File: src/rtl/ddr_init_seq.sv
module ddr_init_seq #(
  parameter int ADDR_W    = 13,
  parameter int BA_W      = 2,
  parameter int INIT_WAIT = 40000,
  parameter int DLL_WAIT  = 200,
  parameter int T_RP      = 3,
  parameter int T_MRD     = 2,
  parameter int T_RFC     = 14,
  parameter logic [ADDR_W-1:0] MR_OPS  = 'h032,
  parameter logic [ADDR_W-1:0] EMR_OPS = 'h000
) (
  input  logic              clk,
  input  logic              rst_n,
  input  logic              pwr_ok,
  output logic              cke,
  output logic [3:0]        cmd,
  output logic [BA_W-1:0]   ba,
  output logic [ADDR_W-1:0] addr,
  output logic              done
);

  localparam int GAP_DLL = (DLL_WAIT > T_MRD) ? DLL_WAIT : T_MRD;
  localparam int M1   = (INIT_WAIT > GAP_DLL) ? INIT_WAIT : GAP_DLL;
  localparam int M2   = (T_RFC > T_RP) ? T_RFC : T_RP;
  localparam int MAXC = (M1 > M2) ? M1 : M2;
  localparam int CNT_W = $clog2(MAXC + 1);

  localparam logic [3:0] C_DES = 4'b1111;
  localparam logic [3:0] C_NOP = 4'b0111;
  localparam logic [3:0] C_PRE = 4'b0010;
  localparam logic [3:0] C_REF = 4'b0001;
  localparam logic [3:0] C_MRS = 4'b0000;
  localparam logic [3:0] STEPS = 4'd8;

  localparam logic [ADDR_W-1:0] A_ALLBK  = ADDR_W'(1) << 10;
  localparam logic [ADDR_W-1:0] A_DLLRST = ADDR_W'(1) << 8;
  localparam logic [ADDR_W-1:0] A_EMR    = EMR_OPS & ~ADDR_W'(1);
  localparam logic [ADDR_W-1:0] A_MR_RST = MR_OPS | A_DLLRST;
  localparam logic [ADDR_W-1:0] A_MR_RUN = MR_OPS & ~A_DLLRST;

  typedef enum logic [1:0] {PH_PWR, PH_DLY, PH_SEQ, PH_DONE} phase_t;

  phase_t            ph;
  logic [3:0]        step;
  logic [CNT_W-1:0]  cnt;
  logic [3:0]        s_cmd;
  logic [BA_W-1:0]   s_ba;
  logic [ADDR_W-1:0] s_addr;
  logic [CNT_W-1:0]  s_gap;

  always_comb begin
    s_cmd  = C_DES;
    s_ba   = '0;
    s_addr = '0;
    s_gap  = CNT_W'(1);
    case (step)
      4'd0: s_cmd = C_NOP;
      4'd1: begin s_cmd = C_PRE; s_addr = A_ALLBK; s_gap = CNT_W'(T_RP); end
      4'd2: begin s_cmd = C_MRS; s_ba = BA_W'(1); s_addr = A_EMR; s_gap = CNT_W'(T_MRD); end
      4'd3: begin s_cmd = C_MRS; s_addr = A_MR_RST; s_gap = CNT_W'(GAP_DLL); end
      4'd4: begin s_cmd = C_PRE; s_addr = A_ALLBK; s_gap = CNT_W'(T_RP); end
      4'd5: begin s_cmd = C_REF; s_gap = CNT_W'(T_RFC); end
      4'd6: begin s_cmd = C_REF; s_gap = CNT_W'(T_RFC); end
      4'd7: begin s_cmd = C_MRS; s_addr = A_MR_RUN; s_gap = CNT_W'(T_MRD); end
      default: ;
    endcase
  end

  wire go = (cnt == '0) &&
            ((ph == PH_DLY && pwr_ok) || (ph == PH_SEQ && step != STEPS));

  always_ff @(posedge clk or negedge rst_n) begin
    if (!rst_n) begin
      ph   <= PH_PWR;
      step <= '0;
      cnt  <= '0;
      cke  <= 1'b0;
      cmd  <= C_DES;
      ba   <= '0;
      addr <= '0;
      done <= 1'b0;
    end else begin
      cmd  <= C_DES;
      ba   <= '0;
      addr <= '0;
      case (ph)
        PH_PWR: if (pwr_ok) begin
          ph  <= PH_DLY;
          cnt <= CNT_W'(INIT_WAIT - 1);
        end
        PH_DLY: begin
          if (!pwr_ok) ph <= PH_PWR;
          else if (cnt != '0) cnt <= cnt - CNT_W'(1);
          else begin
            ph  <= PH_SEQ;
            cke <= 1'b1;
          end
        end
        PH_SEQ: begin
          if (cnt != '0) cnt <= cnt - CNT_W'(1);
          else if (step == STEPS) begin
            ph   <= PH_DONE;
            done <= 1'b1;
          end
        end
        default: ;
      endcase
      if (go) begin
        cmd  <= s_cmd;
        ba   <= s_ba;
        addr <= s_addr;
        cnt  <= s_gap - CNT_W'(1);
        step <= step + 4'd1;
      end
    end
  end

endmodule

File: config.mk
export PLATFORM = sky130hd
export DESIGN_NAME = ddr_init_seq
export DESIGN_NICKNAME = d
export VERILOG_FILES = /design/src/rtl/ddr_init_seq.sv
export SDC_FILE = /design/constraint.sdc
export NUM_CORES = 1
export LEC_CHECK = 0
export BUFFER_PORTS_ARGS = -buffer_cell sky130_fd_sc_hd__buf_2
export CORE_UTILIZATION = 30
export DETAILED_ROUTE_END_ITERATION = 12
export PLACE_DENSITY = 0.58
export SETUP_SLACK_MARGIN = 0.3
export SYNTH_ARGS = -nofsm -noshare
export SYNTH_HDL_FRONTEND = slang
export SYNTH_SLANG_ARGS = --single-unit
export TNS_END_PERCENT = 50
File: constraint.sdc
create_clock -name clk -period 7.2 [get_ports clk]
set_clock_uncertainty 0.15 [all_clocks]
set_input_delay 0.36 -clock clk [delete_from_list [all_inputs] [get_ports clk]]
set_output_delay 0.36 -clock clk [all_outputs]
set_load 0.03 [all_outputs]
==> results of run 1 <==
==> flip-flops by register name (all words and copies together), names as in the netlist <==
register	flops
ph	2
ba	1
addr	3
cnt	16
done	1
cke	1
step	4
cmd	4
==> per-stage QoR <==
stage | hold WS (ns) | total power, mW | util | std cells
6_report | -0.0270 | 0.603 | 0.337 | 319
5_1_grt | 0.0507 | 0.644 | 0.337 | 319
4_1_cts | 0.000330 | 0.606 | 0.337 | 319
3_5_place_dp | 0.301 | 0.429 | 0.320 | 311
3_3_place_gp | 0.291 | 0.432 | 0.320 | 311
2_1_floorplan | -0.0856 | 0.382 | - | 241
==> layer usage <==
| metal | up-vias | share of wire | global-route usage |
|---|---|---|---|
| li1 | 843 | - | - |
| met1 | 821 | 0.50 | 0.194 |
| met2 | 60 | 0.43 | 0.191 |
| met3 | 6 | 0.050 | 0.0289 |
| met4 | 0 | 0.015 | 0.0500 |
| met5 | - | 0 | 0 |
==> synthesized netlist by cell type, types with 4 or more instances <==
cell type | n | area share
a21oi_1 | 14 | 0.033
buf_4 | 11 | 0.039
clkbuf_1 | 9 | 0.016
dfrtp_1 | 28 | 0.33
dfstp_2 | 4 | 0.050
ha_1 | 12 | 0.072
inv_1 | 10 | 0.018
nand2_1 | 10 | 0.018
nor2_1 | 16 | 0.029
nor3_1 | 13 | 0.031
nor3b_1 | 4 | 0.014
nor4_1 | 5 | 0.015
o21ai_0 | 16 | 0.038
o22ai_1 | 5 | 0.015
o32ai_1 | 4 | 0.017
or3_1 | 4 | 0.012
==> critical path, delay by kind of cell (launching register included) <==
family	cells	cell delay [ns]
adders and majority gates	1	0.22
AOI/OAI and AO/OA	2	0.52
buffers and inverters	1	0.08
DFF	1	0.40
and+or+nand+nor	3	2.16
==> cell type report <==
| type | instances | share of cell area |
|---|---|---|
| flip-flops and latches | 32 | 0.354 |
| well taps | 80 | 0.0440 |
| inverters | 11 | 0.0182 |
| clock buffers | 5 | 0.0303 |
| clock inverters | 3 | 0.0187 |
| multi-input cells | 173 | 0.501 |
| repair buffers | 15 | 0.0341 |
==> report_power, final <==
group          internal, mW  leakage (nW)  switching, mW
combinational        0.0703         0.538          0.147
clock                 0.102        0.0541         0.0719
sequential            0.195         0.373         0.0165
total                 0.368         0.965          0.235
==> cells by family after synthesis <==
logic type,count (synthesis),share of synthesized area
adders and majority gates,12,0.0717
buffers and inverters,36,0.0896
muxes,4,0.0203
and+or+nand+nor,72,0.188
xor gates and xnor gates,4,0.0167
DFF,32,0.385
other,1,0.00179
AOI/OAI and AO/OA,70,0.228
==> worst paths after layout <==
check	from	endpoint	slack [ns]	depth (start not counted)
max	cnt[0]$_DFFE_PN0P_	cnt[6]$_DFFE_PN0P_	3.55	7
min	rst_n	cnt[6]$_DFFE_PN0P_	-0.03	1
max reg2reg	cnt[0]$_DFFE_PN0P_	cnt[6]$_DFFE_PN0P_	3.55	7
min reg2reg	cke$_DFFE_PN0P_	cke$_DFFE_PN0P_	0.31	1
max in group asynchronous	rst_n	cnt[9]$_DFFE_PN0P_	6.47	1
min in group clk	pwr_ok	cke$_DFFE_PN0P_	0.25	2
==> flow_summary_export.csv, run 1 <==
group,metric,value,unit
status,status,"finished, violations left",
status,violations,"hold timing",
global_routing,grt_pass1_vias,1547,
routing,via_count,1730,
floorplanning,core,6760,um^2
cts,cts_sinks,32,
global_routing,grt_start_max_net_pins,33,
finish,nets,253,
placed_design,io_buffers,14,
routing,wl,4.50,mm
floorplanning,placementRows,30,
floorplanning,die_width,85.6,um
finish,seq_area,806,um^2
placed_design,dp_slack,3.59,ns
power_and_ir_drop,vdd_ir_drop_max,89.4,uV
finish,final_cell_mix,"dfrtp_1, o21ai_0, nor2_1, a21oi_1, buf_2",
logic_synthesis,ys_seq_elements,32,
floorplanning,die_h,85.6,um
logic_synthesis,ys_types,59,
timing,setup_slack,3.55,ns
floorplanning,dieArea,7320,um^2
timing,slew_headroom,0.259,
job,maxCapViolations,0,
timing,holdWs,-0.0270,ns
global_routing,grt_usage,0.133,
critical_path,cp.required,7.23,ns
timing,tns,0,ns
cts,cts.clk_slew.worst_paths,0.07,ns
placed_design,place_area,2160,um^2
placed_design,routabilityCongestion,0.822,
routing,drc,0,
timing,rsz0062_at_grt,"false",
finish,drive_gt1_frac,0.167,
critical_path,path_cells,"inv_1 > ha_1 > or4b_4 > or4_1 > nor3_1 > o21ai_0 > a211o_1",
finish,final_common_cell,"dfrtp_1",
routing,ant_nets,0,
logic_synthesis,synth-main-ff-cell,"dfrtp_1",
finish,multi_input_area,1140,um^2
logic_synthesis,synth_seq_area_share,0.385,
timing,slew_violations,0,
critical_path,cpPeakStageDelay,0.92,ns
finish,areaGrowthSynthToFinish,8.60,%
timing,hold_viol,28,
cts,cts_resized,0,
critical_path,worstPathArrival,3.68,ns
finish,nFillCells,694,
min_path,hp-class,"in -> async",
timing,max_freq,274,MHz
logic_synthesis,synthCells,231,
logic_synthesis,synth_edf_count,0,
logic_synthesis,synth_area,2090,um^2
power_and_ir_drop,power_density,265,nW/um^2
timing,fin_crit,3.65,ns
global_routing,grt_antenna_before_repair,0,
routing,viasPerCell,5.42,
floorplanning,ioPinCount,24,
global_routing,overflow,0,
cts,post-cts-setup-buffers,0,
cts,cts_buffers,5,
cts,cts_htree_levels,2,
finish,num_antenna_cells,0,
timing,fin_crit_sh,0.507,
critical_path,start_kind,"flip-flop",
critical_path,endpoint_kind,"flip-flop",
logic_synthesis,synth_async_sr_flop_share,1.00,
floorplanning,start_util,0.310,
global_routing,grt_pass1_wl,7.74,mm
critical_path,cp_slowest_cell,"nor3_1",
finish,design_area,2270,um^2
routing,dr.pass1.iters,4,
power_and_ir_drop,p_leak,0.965,nW
cts,clockRootBuffer,"clkbuf_8",
cts,cts_max_path_buffers,2,
cts,clock_latency,0.29,ns
critical_path,crit_fanout,14,
cts,hold_buffers,0,
logic_synthesis,yosysWarningCount,0,
routing,drt-wirelength-per-cell,14.1,um
critical_path,path_class,"reg -> reg",
placed_design,hpwlAfterDp,3.21,mm
logic_synthesis,synth.avg_cell_area,9.07,um^2
routing,drt_iter0_markers,119,
timing,setup_viol,0,
cts,cts_tree,"done",
timing,tightest_slew,1.10,ns
Power figures use the tool's default switching activity.
==> run 2: changes to the inputs <==
Settings changed: ABC_AREA from default to 1, PLACE_DENSITY 0.58 to 0.57.
Clock period 7.2 ns to 3.6 ns, I/O delays scaled along.
==> run 2 against run 1 <==
The run now ends clean. Synthesized cell count grew 28%. Power is 140% higher. Sequential power up 140%. Critical path type unchanged. Largest cell class unchanged. Highest routed layer unchanged.
==> flow_summary_export.csv, run 2 <==
group,metric,value,unit
status,status,"finished, final reports clean",
routing,wl,4.43,mm
critical_path,path_class,"reg -> reg",
finish,nets,328,
finish,largest_register_ffs,16,
critical_path,regToRegStartpoint,"step[0]$_DFFE_PN0P_",
power_and_ir_drop,seqPwrFrac,0.354,
min_path,holdPathStages,3,
finish,top_regs,"cnt x16, cmd x4, step x4",
timing,max_freq,435,MHz
power_and_ir_drop,clockPowerShare,0.243,
finish,drive_gt1_frac,0.172,
timing,slew_violations,0,
global_routing,grt_pass1_wl,7.77,mm
logic_synthesis,yosysTopAreaCell,"dfrtp_1",
critical_path,crit_fanout,23,
global_routing,grt_usage,0.130,
logic_synthesis,synth.avg_cell_area,7.57,um^2
routing,via_count,1806,
floorplanning,dieArea,7820,um^2
global_routing,grt_pass1_vias,1688,
logic_synthesis,synth_seq_area_share,0.360,
floorplanning,die_h,88.4,um
routing,viasPerCell,4.37,
timing,rsz0062_at_grt,"false",
logic_synthesis,synth_common_cells,"nand2_1, inv_1, nor2_1",
logic_synthesis,netlist.area_leader.share,0.313,
critical_path,critical_path_depth,11,
critical_path,path_cells,"inv_1 > ha_1 > nand3_2 > nand2_2 > nand2_4 > inv_1 > nand4_1 > nand3_4 > clkinv_2 > nand2_1 > nand2_1",
floorplanning,die_width,88.4,um
routing,drc,0,
routing,drt-wirelength-per-cell,10.7,um
finish,seq_area,806,um^2
cts,cts_tree,"done",
routing,dr.pass1.iters,4,
logic_synthesis,yosysWarningCount,0,
timing,slew_headroom,0.518,
logic_synthesis,synth_edf_count,0,
critical_path,endpoint_kind,"flip-flop",
power_and_ir_drop,p_leak,1.25,nW
critical_path,cp.required,3.63,ns
floorplanning,core,7250,um^2
cts,cts_sinks,32,
floorplanning,start_util,0.309,
critical_path,cpPeakStageDelay,0.42,ns
cts,post-cts-setup-buffers,0,
cts,clockRootBuffer,"clkbuf_8",
power_and_ir_drop,p_sw,0.609,mW
cts,cts_htree_levels,2,
logic_synthesis,yosys-top-cells-area,"dfrtp_1, nand2_1, ha_1, inv_1, nor2_1",
finish,final_common_cell,"nand2_1",
cts,clock_latency,0.29,ns
logic_synthesis,ys_types,29,
power_and_ir_drop,power_density,582,nW/um^2
floorplanning,ioPinCount,24,
timing,tightest_slew,0.724,ns
floorplanning,placementRows,31,
finish,multi_input_area,1220,um^2
placed_design,dp_slack,1.32,ns
critical_path,crit_family,"simple AND/OR/NAND/NOR gates",
routing,ant_nets,0,
routing,drt_iter0_markers,79,
min_path,hp-class,"in -> reg",
logic_synthesis,synth_async_sr_flop_share,1.00,
critical_path,start_kind,"flip-flop",
critical_path,cp_slowest_cell,"dfrtp_1",
global_routing,overflow,0,
power_and_ir_drop,vdd_ir_drop_max,174,uV
finish,final_cell_mix,"nand2_1, inv_1, nor2_1, dfrtp_1, o21ai_0",
power_and_ir_drop,power_frac_comb,0.403,
logic_synthesis,ys_seq_elements,32,
min_path,hp-start,"pwr_ok",
cts,hold_buffers,1,
finish,num_antenna_cells,0,
placed_design,io_buffers,14,
critical_path,rr_worst_depth,11,
critical_path,worstPathArrival,2.33,ns
critical_path,worst-path-buf-inv,3,
finish,regMostFlops,"cnt",
logic_synthesis,synth_area,2240,um^2
timing,fin_crit_sh,0.638,
cts,cts.clk_slew.worst_paths,0.08,ns
critical_path,startpoint,"step[0]$_DFFE_PN0P_",
placed_design,routabilityCongestion,0.813,
timing,fin_crit,2.30,ns
timing,setup_viol,0,
logic_synthesis,synth-main-ff-cell,"dfrtp_1",
timing,hold_viol,0,
finish,areaGrowthSynthToFinish,10.4,%
power_and_ir_drop,switching_share,0.424,
job,maxCapViolations,0,
cts,cts_max_path_buffers,2,
logic_synthesis,synthCells,296,
global_routing,grt_start_max_net_pins,33,
cts,cts_buffers,5,
finish,nFillCells,790,
cts,cts_resized,0,
timing,setup_slack,1.30,ns
power_and_ir_drop,p_int,0.829,mW
logic_synthesis,synth.most_common_cell,"nand2_1",
timing,tns,0,ns
placed_design,hpwlAfterDp,3.25,mm
global_routing,grt_antenna_before_repair,0,
run 2: changes by cell type after synthesis, sizes merged, moves of 6 or more:
cell	change
a21oi	-9
clkbuf	-8
inv	+24
nand2	+85
nand3	+15
nand4	+6
nor2	+21
nor3	-11
run 2: per-layer routing:
layer	GRT usage	routed length, um
met5	0	0
met1	0.166	2150
met4	0.0484	52
met2	0.213	2100
met3	0.0336	130
run 2: area by class of cell:
class / count / share of cell area
tap: 99 / 0.0501
sequential: 32 / 0.326
timing repair buffer: 15 / 0.0324
clock buffer: 5 / 0.0278
inverter: 35 / 0.0536
multi-input combinational: 224 / 0.493
clock inverter: 3 / 0.0172
run 2: metrics by stage:
stage / cells / total power, mW / utilization / instance area [um^2] / hold slack, ns
2_1_floorplan: 306 / 0.996 / - / 2280 / -0.266
3_3_place_gp: 404 / 1.09 / 0.324 / 2350 / 0.136
3_5_place_dp: 404 / 1.09 / 0.324 / 2350 / 0.147
4_1_cts: 413 / 1.45 / 0.341 / 2470 / 0.125
5_1_grt: 413 / 1.57 / 0.341 / 2470 / 0.142
6_report: 413 / 1.44 / 0.341 / 2470 / 0.121
run 2: worst min-delay path: stages:
cell and delay, ns:
buf_2 0.11, nand2_1 0.14, o21bai_1 0.09
run 2: cell families after synthesis:
group                    count (synthesis)  share of synthesized area
AO/OA/AOI/OAI                           31                     0.0827
other                                    1                    0.00167
XOR/XNOR                                 9                     0.0352
AND/OR/NAND/NOR                        161                      0.341
flip-flops                              32                      0.360
buffers and inverters                   50                      0.113
adder cells (fa/ha/maj)                 12                     0.0670
run 2: worst paths after layout:
path / end / slack (ns)
max in group asynchronous: cnt[13]$_DFFE_PN0P_ / 2.50
min in group asynchronous: ph[0]$_DFFE_PN0P_ / 0.33
setup reg to reg: cnt[1]$_DFFE_PN0P_ / 1.30
setup / recovery: cnt[1]$_DFFE_PN0P_ / 1.30
hold reg to reg: cke$_DFFE_PN0P_ / 0.33
hold / removal: cke$_DFFE_PN0P_ / 0.12
run 2: power groups by stage:
stage          Sequential (mW)  Clock [mW]  Combinational, mW
2_1_floorplan            0.493           0              0.504
6_report                 0.509       0.349              0.580
4_1_cts                  0.508       0.359              0.586
3_3_place_gp             0.512           0              0.574
3_5_place_dp             0.513           0              0.578
5_1_grt                  0.521       0.375              0.671
